$ cat src/rtl/dac_regbank_pkg.sv
// Package: dac_regbank_pkg
// Shared sizes and register-map helpers for the DAC register bank.
// Assumes a 4-bit address space; the map is derived from the channel count.
package dac_regbank_pkg;
    localparam int DEF_NUM_CH = 4;
    localparam int DEF_DATA_W = 10;
    localparam int DEF_ADDR_W = 4;
    localparam int DEF_REG_W  = 16;
    localparam int LOAD_BIT   = 11;

    // Address of the first clear-value register.
    function automatic int clrv_base(input int nch);
        return nch;
    endfunction

    // Address of the sync register; clear, power-down and config follow it.
    function automatic int sync_addr(input int nch);
        return 2 * nch;
    endfunction
endpackage

$ cat src/rtl/dac_channel.sv
// Module: dac_channel
// One converter channel: staging register, latch, pending flag, clear value
// and the clear override mux. Assumes that data_we, clrv_we and load are
// never high in the same cycle (a single host address is decoded per cycle).
module dac_channel #(
    parameter int DATA_W = 10
) (
    input  logic              clk,
    input  logic              rst_n,
    input  logic              data_we,
    input  logic              clrv_we,
    input  logic [DATA_W-1:0] wdata,
    input  logic              sync_en,
    input  logic              clr_en,
    input  logic              load,
    output logic [DATA_W-1:0] latch_q,
    output logic [DATA_W-1:0] clrv_q,
    output logic [DATA_W-1:0] code
);
    logic [DATA_W-1:0] data_q;
    logic              pend_q;

    // Staging register and clear value, written by the host.
    always_ff @(posedge clk) begin
        if (!rst_n) begin
            data_q <= '0;
            clrv_q <= '0;
        end else begin
            if (data_we) data_q <= wdata;
            if (clrv_we) clrv_q <= wdata;
        end
    end

    // Latch: immediate on asynchronous write, deferred to load when synchronous.
    always_ff @(posedge clk) begin
        if (!rst_n) begin
            latch_q <= '0;
        end else if (data_we && !sync_en) begin
            latch_q <= wdata;
        end else if (load && pend_q && sync_en) begin
            latch_q <= data_q;
        end
    end

    // Pending flag: set by a synchronous write, cleared by a load or an asynchronous write.
    always_ff @(posedge clk) begin
        if (!rst_n) begin
            pend_q <= 1'b0;
        end else if (data_we) begin
            pend_q <= sync_en;
        end else if (load) begin
            pend_q <= 1'b0;
        end
    end

    // Output mux: clear override bypasses the latch.
    always_comb begin
        code = clr_en ? clrv_q : latch_q;
    end
endmodule

$ cat src/rtl/dac_ctrl_regs.sv
// Module: dac_ctrl_regs
// Sync, clear and power-down bit registers plus the load strobe decode.
// Assumes the config address directly follows the power-down address.
module dac_ctrl_regs #(
    parameter int NUM_CH = 4,
    parameter int ADDR_W = 4,
    parameter int REG_W  = 16,
    parameter int A_SYNC = 8,
    parameter int LOAD_B = 11
) (
    input  logic              clk,
    input  logic              rst_n,
    input  logic              we,
    input  logic [ADDR_W-1:0] addr,
    input  logic [REG_W-1:0]  wdata,
    output logic [NUM_CH-1:0] sync_q,
    output logic [NUM_CH-1:0] clr_q,
    output logic [NUM_CH-1:0] pd_q,
    output logic              load
);
    localparam logic [ADDR_W-1:0] A_S = ADDR_W'(A_SYNC);
    localparam logic [ADDR_W-1:0] A_C = ADDR_W'(A_SYNC + 1);
    localparam logic [ADDR_W-1:0] A_P = ADDR_W'(A_SYNC + 2);
    localparam logic [ADDR_W-1:0] A_G = ADDR_W'(A_SYNC + 3);

    // Bit registers for sync mode, clear override and power-down.
    always_ff @(posedge clk) begin
        if (!rst_n) begin
            sync_q <= '0;
            clr_q  <= '0;
            pd_q   <= '1;
        end else if (we) begin
            if (addr == A_S) sync_q <= wdata[NUM_CH-1:0];
            if (addr == A_C) clr_q  <= wdata[NUM_CH-1:0];
            if (addr == A_P) pd_q   <= wdata[NUM_CH-1:0];
        end
    end

    // Load strobe: lives only in the cycle of the config write.
    always_comb begin
        load = we && (addr == A_G) && wdata[LOAD_B];
    end
endmodule

$ cat src/rtl/dac_read_mux.sv
// Module: dac_read_mux
// Registered read path. Data addresses return the latch; the config
// address and unmapped addresses return 0. Output is 0 when not reading.
module dac_read_mux #(
    parameter int NUM_CH = 4,
    parameter int DATA_W = 10,
    parameter int ADDR_W = 4,
    parameter int REG_W  = 16,
    parameter int A_CLRV = 4,
    parameter int A_SYNC = 8
) (
    input  logic                     clk,
    input  logic                     rst_n,
    input  logic                     re,
    input  logic [ADDR_W-1:0]        addr,
    input  logic [NUM_CH*DATA_W-1:0] latch_flat,
    input  logic [NUM_CH*DATA_W-1:0] clrv_flat,
    input  logic [NUM_CH-1:0]        sync_q,
    input  logic [NUM_CH-1:0]        clr_q,
    input  logic [NUM_CH-1:0]        pd_q,
    output logic [REG_W-1:0]         rdata
);
    logic [REG_W-1:0] sel;

    // Address decode of the readable state.
    always_comb begin
        sel = '0;
        for (int i = 0; i < NUM_CH; i++) begin
            if (addr == ADDR_W'(i))
                sel = REG_W'(latch_flat[i*DATA_W +: DATA_W]);
            if (addr == ADDR_W'(A_CLRV + i))
                sel = REG_W'(clrv_flat[i*DATA_W +: DATA_W]);
        end
        if (addr == ADDR_W'(A_SYNC))     sel = REG_W'(sync_q);
        if (addr == ADDR_W'(A_SYNC + 1)) sel = REG_W'(clr_q);
        if (addr == ADDR_W'(A_SYNC + 2)) sel = REG_W'(pd_q);
    end

    // Read data register.
    always_ff @(posedge clk) begin
        if (!rst_n) rdata <= '0;
        else        rdata <= re ? sel : '0;
    end
endmodule

$ cat src/rtl/dac_regbank.sv
// Module: dac_regbank
// Top of the double-buffered DAC register bank: address decode, one
// dac_channel per channel, control bits and the read path.
// Assumes at most one host write per cycle and 2*NUM_CH+4 <= 2**ADDR_W.
module dac_regbank
    import dac_regbank_pkg::*;
#(
    parameter int NUM_CH = DEF_NUM_CH,
    parameter int DATA_W = DEF_DATA_W,
    parameter int ADDR_W = DEF_ADDR_W,
    parameter int REG_W  = DEF_REG_W
) (
    input  logic                     clk,
    input  logic                     rst_n,
    input  logic [ADDR_W-1:0]        host_addr,
    input  logic [REG_W-1:0]         host_wdata,
    input  logic                     host_we,
    input  logic                     host_re,
    output logic [REG_W-1:0]         host_rdata,
    output logic [NUM_CH*DATA_W-1:0] dac_code,
    output logic [NUM_CH-1:0]        dac_pd
);
    localparam int A_CLRV = clrv_base(NUM_CH);
    localparam int A_SYNC = sync_addr(NUM_CH);

    logic [NUM_CH-1:0]        sync_q;
    logic [NUM_CH-1:0]        clr_q;
    logic                     load;
    logic [NUM_CH*DATA_W-1:0] latch_flat;
    logic [NUM_CH*DATA_W-1:0] clrv_flat;

    dac_ctrl_regs #(
        .NUM_CH(NUM_CH), .ADDR_W(ADDR_W), .REG_W(REG_W),
        .A_SYNC(A_SYNC), .LOAD_B(LOAD_BIT)
    ) u_ctrl (
        .clk(clk), .rst_n(rst_n), .we(host_we), .addr(host_addr),
        .wdata(host_wdata), .sync_q(sync_q), .clr_q(clr_q),
        .pd_q(dac_pd), .load(load)
    );

    for (genvar g = 0; g < NUM_CH; g++) begin : g_ch
        logic data_we;
        logic clrv_we;
        // Per-channel write decode.
        always_comb begin
            data_we = host_we && (host_addr == ADDR_W'(g));
            clrv_we = host_we && (host_addr == ADDR_W'(A_CLRV + g));
        end

        dac_channel #(.DATA_W(DATA_W)) u_ch (
            .clk(clk), .rst_n(rst_n), .data_we(data_we), .clrv_we(clrv_we),
            .wdata(host_wdata[DATA_W-1:0]), .sync_en(sync_q[g]),
            .clr_en(clr_q[g]), .load(load),
            .latch_q(latch_flat[g*DATA_W +: DATA_W]),
            .clrv_q(clrv_flat[g*DATA_W +: DATA_W]),
            .code(dac_code[g*DATA_W +: DATA_W])
        );
    end

    dac_read_mux #(
        .NUM_CH(NUM_CH), .DATA_W(DATA_W), .ADDR_W(ADDR_W), .REG_W(REG_W),
        .A_CLRV(A_CLRV), .A_SYNC(A_SYNC)
    ) u_rd (
        .clk(clk), .rst_n(rst_n), .re(host_re), .addr(host_addr),
        .latch_flat(latch_flat), .clrv_flat(clrv_flat), .sync_q(sync_q),
        .clr_q(clr_q), .pd_q(dac_pd), .rdata(host_rdata)
    );
endmodule

$ cat config.mk
export PLATFORM = sky130hd
export DESIGN_NAME = dac_regbank
export DESIGN_NICKNAME = d
export VERILOG_FILES = /design/src/rtl/dac_regbank_pkg.sv /design/src/rtl/dac_channel.sv /design/src/rtl/dac_ctrl_regs.sv /design/src/rtl/dac_read_mux.sv /design/src/rtl/dac_regbank.sv
export SDC_FILE = /design/constraint.sdc
export NUM_CORES = 1
export LEC_CHECK = 0
export CAP_MARGIN = 30
export CORE_ASPECT_RATIO = 0.5
export CORE_MARGIN = 2
export CORE_UTILIZATION = 55
export DETAILED_ROUTE_END_ITERATION = 10
export DONT_BUFFER_PORTS = 1
export HOLD_SLACK_MARGIN = 0.12
export MAX_ROUTING_LAYER = met4
export PLACE_DENSITY = 0.73
export SLEW_MARGIN = 10
export SYNTH_ARGS = -nofsm -noshare
export SYNTH_HDL_FRONTEND = slang
export SYNTH_SLANG_ARGS = --single-unit
$ cat constraint.sdc
create_clock -name clk -period 1.3 [get_ports clk]
set_input_delay 0 -clock clk [delete_from_list [all_inputs] [get_ports clk]]
set_output_delay 0 -clock clk [all_outputs]
set_load 0.1 [all_outputs]
## Yosys cells after proc, flatten, opt, wreduce, memory -nomap -nowiden

Index checks and enable logic that the tools add are counted.

- Add/subtract/negate cells: 0
- $mul: 0
- Divide/modulo/power cells: 0
- Order comparisons: 0
- Eq/ne operators: 11
- Shift operators: 0
- Mux-type cells: 28
- Bitwise operators: 2
- Reduce and logical (&&, ||, !) cells: 41

Operators by type and width:

| cell | number |
|---|---|
| two-way mux 10 bit | 20 |
| logical AND 1 bit | 22 |
| == test 4 x 3 -> 1 bit (second input constant) | 4 |
| == test 4 bit (second input constant) | 4 |
| nonzero test 2 bit | 8 |
| two-way mux 4 bit | 3 |
| OR reduction 12 bit | 1 |
| == test 4 x 2 -> 1 bit (second input constant) | 2 |
| AND reduction 2 bit | 4 |
| two-way mux 1 bit | 5 |
| OR reduction 5 bit | 1 |
| == test 4 x 1 -> 1 bit (second input constant) | 1 |
| zero test 1 bit | 4 |
| zero test 4 bit | 1 |
| NOT 1 bit | 2 |

- Bits in registers: 152
- Latch bits: 0
- Bits in writable memories: 0
- Memory bits (read-only): 0
- Input bits: 24
- Output and inout port bits: 60
- Memories kept: 0

## Logic depth before layout (Yosys ltp)

- Depth in word-level cells: 12
- Gate-level depth with buffers: 7
- Depth with buffers taken out: 4

## Cells and area by module

Synthesis repeated with hierarchy kept, for this count alone.

- Cell total of the unflattened synthesis: 762
- Area, all modules: 7280.7 µm²

Modules (own cells, without submodules):

| module | times used | cells an instance | area an instance (µm²) | seq. area each (µm²) |
|---|---|---|---|---|
| dac_channel | 4 | 136 | 1341.3 | 620.6 |
| dac_read_mux | 1 | 153 | 1297.5 | 200.2 |
| dac_ctrl_regs | 1 | 52 | 545.5 | 240.2 |
| dac_regbank | 1 | 13 | 72.6 | 0.0 |

## Least setup slack after synthesis

Ideal clock, no wire load.

- Kind: flip-flop to output port
- Start point: register u_ctrl.clr_q[0]
- End point: output port dac_code[2]
- Data arrival time: 2671 ps
- Data required time: 1300 ps
- Path slack: -1371 ps
- Cell stages (with the launch flop): 3
- Buffers on the path: 1
- Cells stage by stage: dfxtp_1 buf_1 o21ai_0

- Cells in the longest elaborated chain, start to end: 1

RTL lines:

| what | RTL line | source |
|---|---|---|
| start, declared | dac_ctrl_regs.sv:17 | `output logic [NUM_CH-1:0] clr_q,` |
| start signal, assigned | dac_ctrl_regs.sv:34 | `if (addr == A_C) clr_q <= wdata[NUM_CH-1:0];` |
| two-way mux 10 bit | dac_channel.sv:58 | `code = clr_en ? clrv_q : latch_q;` |
| end, declared | dac_regbank.sv:20 | `output logic [NUM_CH*DATA_W-1:0] dac_code,` |

Every way passes these cells.

## Worst setup path after layout

- Start point: register u_ctrl.clr_q[3]
- End point: output port dac_code[33]

Same word-level chain as after synthesis.

==> metrics.cfg <==
[run_status]
status=finished with violations
violations=negative hold slack, negative setup slack

[floorplan]
rows=29
core-area_mm2=0.0126
die_width_um=164
boundaryPins=84
initial_core_util_pct=55.9
dieHeight_um=83.9
die_area_mm2=0.0137

[final_layout]
fin_cells=1075
area_growth_pct=35.8
drive_gt1_share_pct=27.7
nNetsFinal=912
fin_area_mm2=0.00953
nFillCells=745

[timing]
worst_pin_slew_ps=921
max_freq_mhz=667
slew_viol_final=0
post-route-period-util_pct=115
clock_skew_ps=9.47
fin_ws_ps=-199
rsz0062_at_grt=true
worst_hold_slack_ps=-321
hold_violations=18
fin_crit_ps=1500
slew_headroom_pct=38.6
setup_viol=78
fin_setup_tns_ps=-7440

[logic_synthesis]
synth-seq-cells=146
yosys_warnings=0
syn_area_mm2=0.00702
synthFlopType=dfxtp_1
async_reset_ff_share_pct=0
syn_inst=801
synth.distinct_cells=57
synth_enable_flop_cells=0
seq_area_frac_synth_pct=41.7
avgSynthCellArea_um2=8.76

[min_path]
min_path_type=input port to flip-flop

[global_route]
grt_pass1_wl_um=40600
grt_max_degree=101
grt_usage_pct=40.8
grt_antenna_before_repair=5
grt_overflow=0
grt_pass1_vias=6632

[setup_path]
cp_data_arrival_time_ps=1500
crit_path_end_kind=output port
crit_path_frequent_cell=buf_12
path_delay_family=flip-flops
slowest_delay_ps=420
crit_buf_inv=2
path_cells=buf_12 > mux2_4 > buf_12
cp_max_fo=5
worst-setup-path-type=flip-flop to output port
required_ps=1300
worstSetupStartpointType=flip-flop
slowest_stage=dfxtp_4

[detailed_routing]
avgViaCountPerCell=7.00
remaining_drc_errors=0
detail_route.iter0.violations=1301
ant_nets=0
first_pass_iters=9
routedWlPerCell_um=27.2
wl_um=29200
vias=7526

[clock_network]
insertion_delay_ps=420
cts_num_sinks=146
cts_root_buf=clkbuf_16
numCtsBuffers=17
clock_tree.htree_level_count=4
clk_pin_slew_ps=70
cts_tree=built
clk_path_buf_depth=2

[placed_design]
detailed_place.area_mm2=0.00775
pre_cts_slack_ps=-120
placedCellCount=977
post-dp-hpwl_um=15400
io_buffers=0
gp_congestion=0.940

[pwr]
p_sw_share_pct=27.4
intPower_mw=8.00
pwr-share-comb_pct=11.1
powerDensity_mw_per_mm2=1160
irDropWorstVdd_v=0.000884
p_sw_mw=3.01
pwr-share-seq_pct=41.6
p_leak_nw=3.70
power_frac_clock_pct=47.2

[job]
cap_violations=0

## synthesized netlist by cell type (4+ instances only)
master	number	area (um2)
a211oi_2	12	150
a21oi_1	69	345
a221o_1	20	200
a22oi_1	7	52.6
a2bb2oi_1	8	70.1
and3_1	5	31.3
buf_1	6	22.5
buf_2	16	80.1
buf_4	11	82.6
buf_6	6	67.6
clkbuf_1	40	150
dfxtp_1	146	2920
inv_1	5	18.8
mux2_2	42	473
mux2i_1	47	470
nand2_1	125	469
nand2b_1	5	31.3
nand3_1	21	105
nand4_1	11	68.8
nor2_1	67	251
nor2b_1	17	106
nor3_1	17	85.1
o21ai_0	30	150
o221ai_1	8	70.1
o22ai_1	8	50.1
o32a_1	6	60.1
or3_1	4	25.0
## logic make-up (layout without fill, tap and decap cells)
kind of cell | after synthesis | after routing | synth area share (%)
other cells | 1 | 10 | 0.0535
mux | 92 | 92 | 14.5
buf+inv | 84 | 177 | 6.01
simple gates | 292 | 293 | 19.2
compound gates | 186 | 187 | 18.5
flops | 146 | 146 | 41.7
## timing repair
| action | CTS | global route |
|---|---|---|
| hold buffers | 32 | 7 |
| pin swaps | 7 | 14 |
| buffers inserted | 7 | 9 |
| cloned | 6 | 3 |
| resized for setup | 74 | 48 |
| hold endpoints to repair | 146 | 45 |
| setup endpoints to repair | 82 | 97 |
## cells in the final DEF, fill, tap and decap left out, types with 4 or more instances in the layout
master / instances
a211oi_2: 12
a21oi_1: 68
a221o_1: 20
a22oi_1: 7
a2bb2oi_1: 8
and3_1: 5
buf_12: 31
buf_4: 60
buf_6: 7
clkbuf_16: 19
conb_1: 6
dfxtp_1: 127
dfxtp_2: 14
dfxtp_4: 5
diode_2: 4
dlygate4sd3_1: 29
dlymetal6s4s_1: 6
inv_1: 4
inv_6: 4
mux2_4: 39
mux2i_1: 40
mux2i_4: 4
nand2_1: 123
nand2b_1: 5
nand3_1: 21
nand4_1: 11
nor2_1: 65
nor2b_1: 16
nor3_1: 16
o21ai_0: 28
o221ai_1: 5
o22ai_1: 8
o32a_1: 6
or3_4: 6
## worst register-to-register path, delay by kind of cell, from the launching register on
family / cells / cell delay [ps]
mux: 1 / 480
simple gates: 1 / 360
flops: 1 / 330
compound gates: 2 / 150
## power groups by stage
stage	clock, mW	combinational (mW)	sequential [mW]
after global placement	0	0.846	4.68
after detailed placement	0	0.855	4.68
after CTS	5.08	1.10	4.58
after global routing	5.35	1.23	4.59
after floorplan	0	0.715	4.72
final	5.20	1.23	4.58
## routing by layer
layer | global-route usage (%) | vias up | share of wire [%]
li1 | - | 3037 | -
met1 | 51.1 | 3439 | 35
met2 | 59.9 | 810 | 41
met3 | 16.5 | 240 | 17
met4 | 14.0 | 0 | 6.8
met5 | - | - | 0
## registers in the layout, indices dropped and copies added (netlist names)
name and cells:
g_ch.u_ch.clrv_q 40, g_ch.u_ch.data_q 40, g_ch.u_ch.latch_q 40, g_ch.u_ch.pend_q 4, u_ctrl.clr_q 4, u_ctrl.pd_q 4
u_ctrl.sync_q 4, u_rd.rdata 10
## worst paths after layout
| kind | start | endpoint | slack (ps) | cells after the start |
|---|---|---|---|---|
| setup / recovery | u_ctrl.clr_q[3] | dac_code[33] | -200 | 3 |
| hold / removal | host_addr[3] | u_rd.rdata[0] | -320 | 1 |
| setup reg to reg | g_ch[0].u_ch.clrv_q[0] | u_rd.rdata[0] | -130 | 4 |
| hold reg to reg | g_ch[1].u_ch.data_q[8] | g_ch[1].u_ch.data_q[8] | 460 | 2 |
## cell type report
| class | instances | area [um2] | share of cell area, % |
|---|---|---|---|
| Antenna cell | 4 | 10.0 | 0.105 |
| Clock buffer | 20 | 478 | 5.02 |
| Timing Repair Buffer | 140 | 1660 | 17.4 |
| Tap cell | 170 | 213 | 2.23 |
| Sequential cell | 146 | 2960 | 31.1 |
| Inverter | 5 | 20.0 | 0.210 |
| Multi-Input combinational cell | 578 | 4050 | 42.5 |
| Clock inverter | 12 | 143 | 1.50 |
## metrics by stage
step           utilization, %  power [mW]
2_1_floorplan               -        5.44
3_3_place_gp             61.7        5.52
3_5_place_dp             61.7        5.53
4_1_cts                  73.0        10.8
5_1_grt                  75.9        11.2
6_report                 75.9        11.0
No activity file was read; power rests on OpenSTA's default activity.
